[src/rtl/hdlc_rx_pkg.sv]
package hdlc_rx_pkg;
  localparam logic [15:0] CRC_PRESET = 16'hFFFF;
  localparam logic [15:0] CRC_RESIDUE = 16'hF0B8;
  localparam logic [15:0] CRC_POLY_R = 16'h8408;

  // one bit of the reflected CCITT CRC
  function automatic logic [15:0] crc_bit(input logic [15:0] c, input logic b);
    crc_bit = (c >> 1) ^ ((c[0] ^ b) ? CRC_POLY_R : 16'h0000);
  endfunction

  // all enabled bytes of one reference equal, at least one enabled
  function automatic logic addr_hit(input logic [7:0] a0, input logic [7:0] a1,
                                    input logic [15:0] refw, input logic [1:0] en);
    addr_hit = (|en) && (!en[0] || a0 == refw[7:0]) && (!en[1] || a1 == refw[15:8]);
  endfunction
endpackage

[src/rtl/hdlc_rx_deframer.sv]
module hdlc_rx_deframer #(
  parameter int FLAG_RUN = 6
) (
  input  logic clk,
  input  logic rst_n,
  input  logic bit_in,
  input  logic bit_vld,
  output logic dbit,
  output logic dvld,
  output logic flag_evt,
  output logic abort_evt
);
  localparam int STUFF_RUN = FLAG_RUN - 1;
  localparam int PIPE = FLAG_RUN + 1;
  localparam int CW = $clog2(FLAG_RUN + 1);

  logic [CW-1:0] ones_q;
  logic [PIPE-1:0] pd_q, pv_q;
  logic sync_q;

  wire at_run   = (ones_q == CW'(FLAG_RUN));
  wire is_flag  = bit_vld & ~bit_in & at_run;
  wire is_abort = bit_vld & bit_in & at_run;
  wire is_stuff = bit_vld & ~bit_in & (ones_q == CW'(STUFF_RUN));
  wire push     = bit_vld & ~is_flag & ~is_abort & ~is_stuff;

  always_ff @(posedge clk or negedge rst_n) begin
    if (!rst_n) begin
      ones_q <= '0;
      pd_q <= '0;
      pv_q <= '0;
      sync_q <= 1'b0;
      dbit <= 1'b0;
      dvld <= 1'b0;
      flag_evt <= 1'b0;
      abort_evt <= 1'b0;
    end else begin
      if (bit_vld) ones_q <= bit_in ? (at_run ? ones_q : ones_q + 1'b1) : '0;
      if (is_flag || is_abort) pv_q <= '0;
      else if (push) begin
        pd_q <= {pd_q[PIPE-2:0], bit_in};
        pv_q <= {pv_q[PIPE-2:0], 1'b1};
      end
      if (is_flag) sync_q <= 1'b1;
      else if (is_abort) sync_q <= 1'b0;
      dvld <= push & pv_q[PIPE-1] & sync_q;
      dbit <= pd_q[PIPE-1];
      flag_evt <= is_flag;
      abort_evt <= is_abort & sync_q;
    end
  end


  evt_excl_chk: assert property (@(posedge clk) disable iff (!rst_n)
    $onehot0({dvld, flag_evt, abort_evt}));

  stuff_drop_chk: assert property (@(posedge clk) disable iff (!rst_n)
    is_stuff |=> !dvld);

  abort_quiet_chk: assert property (@(posedge clk) disable iff (!rst_n)
    abort_evt |=> !dvld);
endmodule

[src/rtl/hdlc_rx_addr_filter.sv]
module hdlc_rx_addr_filter (
  input  logic [7:0]  addr0,
  input  logic [7:0]  addr1,
  input  logic [15:0] spec_addr,
  input  logic [15:0] bcast_addr,
  input  logic [3:0]  addr_en,
  output logic        accept
);
  import hdlc_rx_pkg::*;
  localparam int NREF = 2;

  logic [NREF-1:0] hit;
  logic [15:0] refs [NREF];
  assign refs[0] = spec_addr;
  assign refs[1] = bcast_addr;

  for (genvar g = 0; g < NREF; g++) begin : g_ref
    assign hit[g] = addr_hit(addr0, addr1, refs[g], addr_en[2*g+1 -: 2]);
  end

  assign accept = ~(|addr_en) | (|hit);
endmodule

[src/rtl/hdlc_rx_assembler.sv]
module hdlc_rx_assembler #(
  parameter int BYTE_W = 8,
  parameter int FCS_BYTES = 2
) (
  input  logic              clk,
  input  logic              rst_n,
  input  logic              dbit,
  input  logic              dvld,
  input  logic              flag_evt,
  input  logic              abort_evt,
  input  logic              accept,
  output logic [BYTE_W-1:0] addr0,
  output logic [BYTE_W-1:0] addr1,
  output logic [BYTE_W-1:0] rx_byte,
  output logic              rx_vld,
  output logic              rx_sof,
  output logic              rx_eof,
  output logic              st_fcs_bad,
  output logic              st_misalign,
  output logic              ev_end,
  output logic              ev_abort,
  output logic              ev_fcs_bad
);
  import hdlc_rx_pkg::*;
  localparam int HOLD = FCS_BYTES + 1;
  localparam int NBW = $clog2(HOLD + 1);
  localparam int BCW = $clog2(BYTE_W);

  logic [BYTE_W-1:0] sh_q;
  logic [BYTE_W-1:0] hold_q [HOLD];
  logic [BCW-1:0] bitc_q;
  logic [NBW-1:0] nb_q;
  logic [15:0] crc_q;
  logic started_q, rel_q;

  wire [BYTE_W-1:0] sh_n = {dbit, sh_q[BYTE_W-1:1]};
  wire byte_done = dvld && (bitc_q == BCW'(BYTE_W - 1));
  wire crc_bad = (crc_q != CRC_RESIDUE);

  always_ff @(posedge clk or negedge rst_n) begin
    if (!rst_n) begin
      sh_q <= '0;
      for (int i = 0; i < HOLD; i++) hold_q[i] <= '0;
      bitc_q <= '0;
      nb_q <= '0;
      crc_q <= CRC_PRESET;
      started_q <= 1'b0;
      rel_q <= 1'b0;
      addr0 <= '0;
      addr1 <= '0;
      rx_byte <= '0;
      rx_vld <= 1'b0;
      rx_sof <= 1'b0;
      rx_eof <= 1'b0;
      st_fcs_bad <= 1'b0;
      st_misalign <= 1'b0;
      ev_end <= 1'b0;
      ev_abort <= 1'b0;
      ev_fcs_bad <= 1'b0;
    end else begin
      rx_vld <= 1'b0;
      rx_sof <= 1'b0;
      rx_eof <= 1'b0;
      ev_end <= 1'b0;
      ev_abort <= 1'b0;
      ev_fcs_bad <= 1'b0;
      if (dvld) begin
        sh_q <= sh_n;
        crc_q <= crc_bit(crc_q, dbit);
        bitc_q <= bitc_q + 1'b1;
        started_q <= 1'b1;
        if (byte_done) begin
          for (int i = HOLD - 1; i > 0; i--) hold_q[i] <= hold_q[i-1];
          hold_q[0] <= sh_n;
          if (nb_q == NBW'(0)) addr0 <= sh_n;
          if (nb_q == NBW'(1)) addr1 <= sh_n;
          if (nb_q == NBW'(HOLD)) begin
            rel_q <= 1'b1;
            if (accept) begin
              rx_vld <= 1'b1;
              rx_sof <= ~rel_q;
              rx_byte <= hold_q[HOLD-1];
            end
          end else begin
            nb_q <= nb_q + 1'b1;
          end
        end
      end else if (flag_evt || abort_evt) begin
        if (flag_evt && rel_q && accept) begin
          rx_vld <= 1'b1;
          rx_eof <= 1'b1;
          rx_byte <= hold_q[HOLD-1];
          st_fcs_bad <= crc_bad;
          st_misalign <= (bitc_q != '0);
          ev_end <= 1'b1;
          ev_fcs_bad <= crc_bad;
        end
        ev_abort <= abort_evt & started_q;
        bitc_q <= '0;
        nb_q <= '0;
        crc_q <= CRC_PRESET;
        started_q <= 1'b0;
        rel_q <= 1'b0;
      end
    end
  end


  no_short_frame_chk: assert property (@(posedge clk) disable iff (!rst_n)
    !(rx_sof && rx_eof));

  fcs_evt_chk: assert property (@(posedge clk) disable iff (!rst_n)
    ev_fcs_bad |-> (ev_end && rx_eof && st_fcs_bad));

  abort_no_byte_chk: assert property (@(posedge clk) disable iff (!rst_n)
    ev_abort |-> !rx_vld);

  reject_silent_chk: assert property (@(posedge clk) disable iff (!rst_n)
    rx_vld |-> $past(accept));

  end_marker_chk: assert property (@(posedge clk) disable iff (!rst_n)
    (rx_sof || rx_eof) |-> rx_vld);
endmodule

[src/rtl/hdlc_rx_filt.sv]
module hdlc_rx_filt (
  input  logic        clk,
  input  logic        rst_n,
  input  logic        rx_bit,
  input  logic        rx_bit_vld,
  input  logic [15:0] spec_addr,
  input  logic [15:0] bcast_addr,
  input  logic [3:0]  addr_en,
  output logic [7:0]  rx_byte,
  output logic        rx_vld,
  output logic        rx_sof,
  output logic        rx_eof,
  output logic        st_fcs_bad,
  output logic        st_misalign,
  output logic        ev_end,
  output logic        ev_abort,
  output logic        ev_fcs_bad
);
  logic dbit, dvld, flag_evt, abort_evt, accept;
  logic [7:0] addr0, addr1;

  hdlc_rx_deframer #(.FLAG_RUN(6)) u_deframe (
    .clk(clk), .rst_n(rst_n), .bit_in(rx_bit), .bit_vld(rx_bit_vld),
    .dbit(dbit), .dvld(dvld), .flag_evt(flag_evt), .abort_evt(abort_evt)
  );

  hdlc_rx_addr_filter u_filter (
    .addr0(addr0), .addr1(addr1), .spec_addr(spec_addr),
    .bcast_addr(bcast_addr), .addr_en(addr_en), .accept(accept)
  );

  hdlc_rx_assembler #(.BYTE_W(8), .FCS_BYTES(2)) u_asm (
    .clk(clk), .rst_n(rst_n), .dbit(dbit), .dvld(dvld),
    .flag_evt(flag_evt), .abort_evt(abort_evt), .accept(accept),
    .addr0(addr0), .addr1(addr1), .rx_byte(rx_byte), .rx_vld(rx_vld),
    .rx_sof(rx_sof), .rx_eof(rx_eof), .st_fcs_bad(st_fcs_bad),
    .st_misalign(st_misalign), .ev_end(ev_end), .ev_abort(ev_abort),
    .ev_fcs_bad(ev_fcs_bad)
  );
endmodule

[config.mk]
export PLATFORM = sky130hd
export DESIGN_NAME = hdlc_rx_filt
export DESIGN_NICKNAME = d
export VERILOG_FILES = /design/src/rtl/hdlc_rx_pkg.sv /design/src/rtl/hdlc_rx_deframer.sv /design/src/rtl/hdlc_rx_addr_filter.sv /design/src/rtl/hdlc_rx_assembler.sv /design/src/rtl/hdlc_rx_filt.sv
export SDC_FILE = /design/constraint.sdc
export NUM_CORES = 1
export LEC_CHECK = 0
export ABC_AREA = 0
export CORE_ASPECT_RATIO = 0.5
export CORE_UTILIZATION = 61
export CTS_CLUSTER_SIZE = 40
export DETAILED_ROUTE_END_ITERATION = 8
export DONT_BUFFER_PORTS = 1
export MAX_ROUTING_LAYER = met4
export PLACE_DENSITY = 0.77
export SYNTH_ARGS = -nofsm -noshare
export SYNTH_HDL_FRONTEND = slang
export SYNTH_SLANG_ARGS = --single-unit
[constraint.sdc]
create_clock -name clk -period 3.07 [get_ports clk]
set_clock_uncertainty 0.15 [all_clocks]
set_input_delay 0.307 -clock clk [delete_from_list [all_inputs] [get_ports clk]]
set_output_delay 0.307 -clock clk [all_outputs]
set_load 0.005 [all_outputs]
==> results.py, run 1 <==
metrics = {
    "status": {
        "status": "complete, but fails checks",
        "violations": "DRC",
    },
    "clock_network": {
        "cts-root-buf": "clkbuf_16",
        "cts_buffers": 9,
        "postCtsResizedCells": 0,
        "clkTransAtPathRegs_ns": 0.07,
        "tritoncts": "yes",
        "postCtsSetupRepairBufs": 0,
        "htree_levels": 3,
        "clock_sinks": 107,
        "cts_max_path_buffers": 2,
        "cts_hold_buf": 5,
        "worstSkewPairLatency_ns": 0.35,
    },
    "synth": {
        "synth-seq-cells": 107,
        "synthDominantCellAreaShare": 0.491,
        "syn-num-nets": 410,
        "yosys.area.top_type": "dfrtp_1",
        "synthSimpleGateAreaFrac": 0.0990,
        "yosysSeqAreaShare": 0.582,
        "synth_flop_cell": "dfrtp_1",
        "synth_xor_area_frac": 0.0680,
        "synth_top_family_by_area": "multiplexers",
        "synth_cell_types": 39,
        "syn_area_sq_um": 4640,
        "yosysWarnings": 0,
        "synthTopCellsByArea": "dfrtp_1 (49%), mux2_2 (11%), dfstp_2 (9.1%)",
        "syn_inst": 361,
        "syn_avg_cell_area_sq_um": 12.8,
        "synth_fa_ha_area_frac": 0.0243,
        "postSynth.asyncResetShare": 1.00,
        "synthMuxAreaShare": 0.147,
        "synth_edf_count": 0,
        "synth_compound_area_frac": 0.0637,
    },
    "power": {
        "clkPwrFrac": 0.342,
        "sequentialPowerShare": 0.569,
        "comb_power_share": 0.090,
        "p_sw_mw": 0.709,
        "p_leak_nw": 2.40,
        "vdd_drop_max_v": 0.000405,
        "p_int_mw": 2.28,
        "p_sw_frac": 0.238,
        "p_per_area_nw_per_um2": 591,
    },
    "global_route": {
        "grt_start_max_net_pins": 108,
        "first_global_vias": 2713,
        "grt_use_total": 0.221,
        "antenna_found_initial": 0,
        "grt-ovfl-total": 0,
        "grt_pass1_wl_mm": 13.0,
    },
    "floorplan": {
        "fp-row-count": 22,
        "die_x_um": 125,
        "die-area_sq_um": 7980,
        "core-area_sq_um": 7350,
        "dieHeight_um": 63.7,
        "ios": 56,
        "start_util": 0.631,
    },
    "final_layout": {
        "finalNetCount": 416,
        "finish.utilization": 0.687,
        "antenna_cells": 0,
        "area_growth_pct": 8.96,
        "fin_area_sq_um": 5050,
        "drive_gt1_frac": 0.250,
        "nFillCells": 511,
        "stdcell_count": 468,
    },
    "place": {
        "gp_congestion": 0.768,
        "dp_hpwl_mm": 5.33,
        "dp_cells": 447,
        "placed_cell_area_sq_um": 4720,
        "dp_slack_ns": 0.918,
        "port_buffers": 0,
    },
    "job": {
        "drv_cap": 0,
    },
    "setup_path": {
        "rrSetupSlack_ns": 0.92,
        "endpoint": "u_asm.st_fcs_bad",
        "start_kind": "register",
        "worstSetupStartpoint": "u_asm.addr1[2]",
        "cp_max_fo": 4,
        "arrival_ns": 2.22,
        "cp-end-kind": "register",
        "required_ns": 3.14,
        "r2r-start": "u_asm.addr1[2]",
        "worstSetupPathType": "reg2reg",
        "ff2ff_path_depth": 6,
        "r2r_end": "u_asm.st_fcs_bad",
    },
    "detailed_routing": {
        "drt_iter0_drc": 145,
        "drc": 6,
        "drt_wl_total_mm": 7.64,
        "via_count": 2670,
        "wl_per_cell_um": 16.3,
        "avgViaCountPerCell": 5.71,
        "dr.pass1.iters": 8,
        "ant_nets": 0,
    },
    "sta": {
        "worst_slack_ns": 0.923,
        "setup_tns_ns": 0,
        "period_needed_ns": 2.15,
        "slew_headroom": 0.505,
        "hold_violations": 0,
        "timing.final.crit_share": 0.699,
        "fmax_mhz": 466,
        "grt_setup_unrepaired": "no",
        "setup_violations": 0,
        "tightest_slew_ns": 0.742,
        "drv_slew": 0,
    },
    "hold_path": {
        "worstHoldPathType": "in2reg",
    },
}
==> kinds of logic (layout without fill, tap and decap cells) <==
family	after synthesis	in the layout
XOR/XNOR	36	36
flip-flops	107	107
AO/OA/AOI/OAI	40	40
multiplexers	57	57
buffers and inverters	19	30
AND/OR/NAND/NOR	93	93
adder cells (fa/ha/maj)	9	9
==> layer usage <==
metal | wire length, um | global-route usage | up-vias | part of all wire
li1 | - | - | 1256 | -
met5 | 0 | - | - | 0
met1 | 3510 | 0.271 | 1361 | 0.46
met4 | 130 | 0.0838 | 0 | 0.017
met2 | 3720 | 0.350 | 42 | 0.49
met3 | 281 | 0.0688 | 11 | 0.037
==> final cells by class <==
cell class / count / area, sq um / share of cell area
clock buffer: 12 / 236 / 0.0468
clock inverter: 4 / 27.5 / 0.00545
inverter: 7 / 26.3 / 0.00520
multi-input combinational: 235 / 1860 / 0.368
sequential: 107 / 2700 / 0.534
tap: 96 / 120 / 0.0238
timing repair buffer: 7 / 82.6 / 0.0163
==> state kept, by name, summed over array words and instances, names as in the netlist, 3 cells and up <==
register          flops
u_asm.hold_q         24
u_asm.crc_q          16
u_asm.addr0           8
u_asm.addr1           8
u_asm.rx_byte         8
u_asm.sh_q            7
u_deframe.pd_q        7
u_deframe.pv_q        7
u_asm.bitc_q          3
u_deframe.ones_q      3
==> how the worst min path moves through the flow <==
stage	cells past startpoint	start	end	slack, ns
2_1_floorplan	0	rst_n	u_asm.addr0[0]	-0.14
3_3_place_gp	0	rst_n	u_asm.addr1[2]	-0.14
3_5_place_dp	0	rst_n	u_asm.addr1[5]	-0.14
4_1_cts	2	rx_bit_vld	u_deframe.ones_q[2]	0.006
5_1_grt	2	rx_bit_vld	u_deframe.ones_q[2]	0.03
6_report	3	rx_bit_vld	u_deframe.ones_q[1]	0.009
==> cells in the mapped netlist, drive strengths merged, types with 7 or more instances <==
cell / number
dfstp: 16
o22a: 14
a21oi: 7
dfrtp: 91
nand2: 47
nand3: 12
xnor2: 27
inv: 7
ha: 9
nor2: 11
xor2: 9
o21ai: 11
clkbuf: 8
mux2: 57
==> power by group through the flow <==
stage               logic, mW  registers (mW)  clock network (mW)
floorplan               0.208            1.68                   0
global placement        0.223            1.71                   0
detailed placement      0.237            1.72                   0
CTS                     0.275            1.70                1.05
global route            0.305            1.72                1.10
finish                  0.268            1.70                1.02
==> critical path, cell delays in order, from the launching register on <==
cell,delay (ns)
dfrtp_1,0.42
xor2_1,0.16
nor4_1,0.35
a31o_1,0.25
a32oi_4,0.11
nor3_4,0.25
mux2_4,0.33
==> cell usage in the layout (no fill, tap or decap), drive strengths merged, types with 2 or more instances in the layout <==
cell	instances
buf	3
xnor2	27
ha	9
nand3	12
a21oi	7
xor2	9
nor2b	3
clkbuf	12
nor3	2
dfrtp	91
and3	2
nand2	47
mux2	57
nor2	11
nand4b	2
clkinv	4
inv	7
nor4	2
o21ai	11
and2	2
nor4b	3
dfstp	16
o22ai	2
nand4	6
dlygate4sd3	4
o22a	14
==> metrics by stage <==
| step | hold WS, ns | power, mW |
|---|---|---|
| after floorplan | -0.139 | 1.89 |
| after global placement | -0.136 | 1.93 |
| after detailed placement | -0.136 | 1.96 |
| after CTS | 0.00586 | 3.02 |
| after global routing | 0.0309 | 3.12 |
| final | 0.00941 | 2.99 |
(Power assumes the default switching activity.)
==> run 2, diff against run 1 <==
Settings changed: ABC_AREA 0 to 1, CORE_UTILIZATION 61 to 57, PLACE_DENSITY 0.77 to 0.75.
Clock period 3.07 ns to 1.8 ns, I/O delays scaled along.
==> results.py, run 2 <==
metrics = {
    "final_layout": {
        "finalNetCount": 613,
        "antenna_cells": 0,
        "largest_register_ffs": 24,
        "fin_area_sq_um": 5380,
        "top_regs": "u_asm.hold_q: 24 flops, u_asm.crc_q: 16 flops",
        "finish.utilization": 0.663,
        "layout_common_cells": "nand2_1 (178), dfrtp_1 (90), inv_1 (63)",
        "drive_gt1_frac": 0.153,
        "largest-register": "u_asm.hold_q",
        "final_common_cell": "nand2_1",
        "area_growth_pct": 11.1,
    },
    "sta": {
        "grt_setup_unrepaired": "yes",
        "hold_ws_ns": -0.624,
        "tightest_slew_ns": 0.278,
        "period_needed_ns": 1.69,
        "fmax_mhz": 591,
        "timing.final.crit_share": 0.940,
        "slew_headroom": 0.815,
        "worst_slack_ns": 0.109,
        "drv_slew": 0,
        "hold_violations": 107,
        "setup_violations": 0,
        "setup_tns_ns": 0,
    },
    "clock_network": {
        "cts_hold_buf": 3,
        "worstSkewPairLatency_ns": 0.34,
        "tritoncts": "yes",
        "cts_max_path_buffers": 2,
        "clock_sinks": 107,
        "clkTransAtPathRegs_ns": 0.07,
        "cts_buffers": 9,
        "htree_levels": 3,
        "cts-root-buf": "clkbuf_16",
    },
    "setup_path": {
        "arrival_ns": 1.83,
        "endpoint": "u_asm.rx_byte[0]",
        "worstSetupStartpoint": "u_asm.bitc_q[0]",
        "rrSetupSlack_ns": 0.11,
        "start_kind": "register",
        "r2r_end": "u_asm.rx_byte[0]",
        "required_ns": 1.94,
        "worstSetupPathType": "reg2reg",
        "ff2ff_path_depth": 8,
        "cp-end-kind": "register",
        "cp_max_fo": 9,
        "r2r-start": "u_asm.bitc_q[0]",
    },
    "place": {
        "dp_slack_ns": -0.0227,
        "port_buffers": 0,
        "gp_congestion": 0.815,
        "placed_cell_area_sq_um": 5000,
        "dp_hpwl_mm": 5.91,
    },
    "detailed_routing": {
        "ant_nets": 0,
        "dr.pass1.iters": 4,
        "drt_iter0_drc": 175,
        "drc": 0,
        "via_count": 3387,
        "drt_wl_total_mm": 8.67,
        "avgViaCountPerCell": 4.97,
        "wl_per_cell_um": 12.7,
    },
    "synth": {
        "synth-seq-cells": 107,
        "syn-num-nets": 594,
        "yosysMostFrequentCell": "nand2_1",
        "synth_cell_types": 36,
        "synthDominantCellAreaShare": 0.470,
        "synthTopCellsByArea": "dfrtp_1 (47%), nand2_1 (14%), dfstp_2 (8.7%)",
        "yosysWarnings": 0,
        "syn_inst": 545,
        "yosys.area.top_type": "dfrtp_1",
        "yosysSeqAreaShare": 0.557,
        "synth_flop_cell": "dfrtp_1",
        "synth_edf_count": 0,
        "postSynth.asyncResetShare": 1.00,
        "synth_commonest_cells": "nand2_1 (179), dfrtp_1 (91), inv_1 (64)",
        "syn_avg_cell_area_sq_um": 8.88,
        "syn_area_sq_um": 4840,
    },
    "floorplan": {
        "die_x_um": 132,
        "fp-row-count": 23,
        "ios": 56,
        "core-area_sq_um": 8120,
        "dieHeight_um": 67.2,
        "die-area_sq_um": 8890,
        "start_util": 0.597,
    },
    "global_route": {
        "grt_pass1_wl_mm": 14.5,
        "antenna_found_initial": 0,
        "grt-ovfl-total": 0,
        "first_global_vias": 3157,
        "grt_use_total": 0.220,
        "grt_start_max_net_pins": 108,
    },
    "power": {
        "vdd_drop_max_v": 0.000557,
        "p_leak_nw": 2.68,
        "p_per_area_nw_per_um2": 1030,
    },
    "status": {
        "violations": "hold timing",
        "status": "complete, but fails checks",
    },
    "hold_path": {
        "worstHoldPathType": "in2async",
    },
    "job": {
        "drv_cap": 0,
    },
}
## run 2: what timing repair did
item	in CTS	in global routing
resized for setup	1	8
endpoints found under the hold margin	114	107
endpoints found under the setup margin	9	35
cloned	0	1
setup buffers	0	5
pin swaps	0	2
## run 2: where the power goes
part	switching (mW)	leakage [nW]	internal, mW
sequential	0.185	1.40	2.83
combinational	0.413	1.14	0.284
clock	0.841	0.139	0.975
total	1.44	2.68	4.09
## run 2: final cells by class
cell class,count,area (sq um)
Clock buffer,10,239
Fill cell,662,2740
Sequential cell,107,2700
Tap cell,112,140
Clock inverter,6,40.0
Inverter,72,273
Timing Repair Buffer,22,184
Multi-Input combinational cell,352,1810
## run 2: metrics by stage
stage	total power, mW	std cells
6_report	5.53	681
4_1_cts	5.56	675
3_3_place_gp	3.69	656
3_5_place_dp	3.73	656
5_1_grt	5.83	681
2_1_floorplan	3.54	545
## run 2: cell families after synthesis
| group | share of synthesized area |
|---|---|
| simple gates | 0.222 |
| flops | 0.557 |
| buf+inv | 0.0749 |
| compound gates | 0.0902 |
| xor+xnor | 0.0326 |
| fa+ha+maj | 0.0233 |
## run 2: per-layer routing
layer,track usage,vias up,routed length [um]
met5,-,-,0
met4,0.0690,0,85
met3,0.0593,7,461
met2,0.357,68,3910
met1,0.275,1572,4210
li1,-,1740,-
## run 2: worst min-delay path by stage
stage	to	slack, ns	cells after the start
2_1_floorplan	u_asm.addr0[0]	-0.27	0
3_3_place_gp	u_asm.rx_byte[4]	-0.26	0
3_5_place_dp	u_asm.rx_byte[3]	-0.26	0
4_1_cts	u_asm.rx_byte[5]	-0.64	0
5_1_grt	u_asm.rx_byte[4]	-0.64	0
6_report	u_asm.hold_q[3]	-0.62	0
## run 2: worst max-delay path: stages (launching register included)
cell and delay [ns]:
dfrtp_1 0.39, ha_1 0.21, ha_1 0.20, nand2_2 0.06, nor2_1 0.05, or2_4 0.32, nand2_4 0.14, nand2_1 0.07
nand2_1 0.05
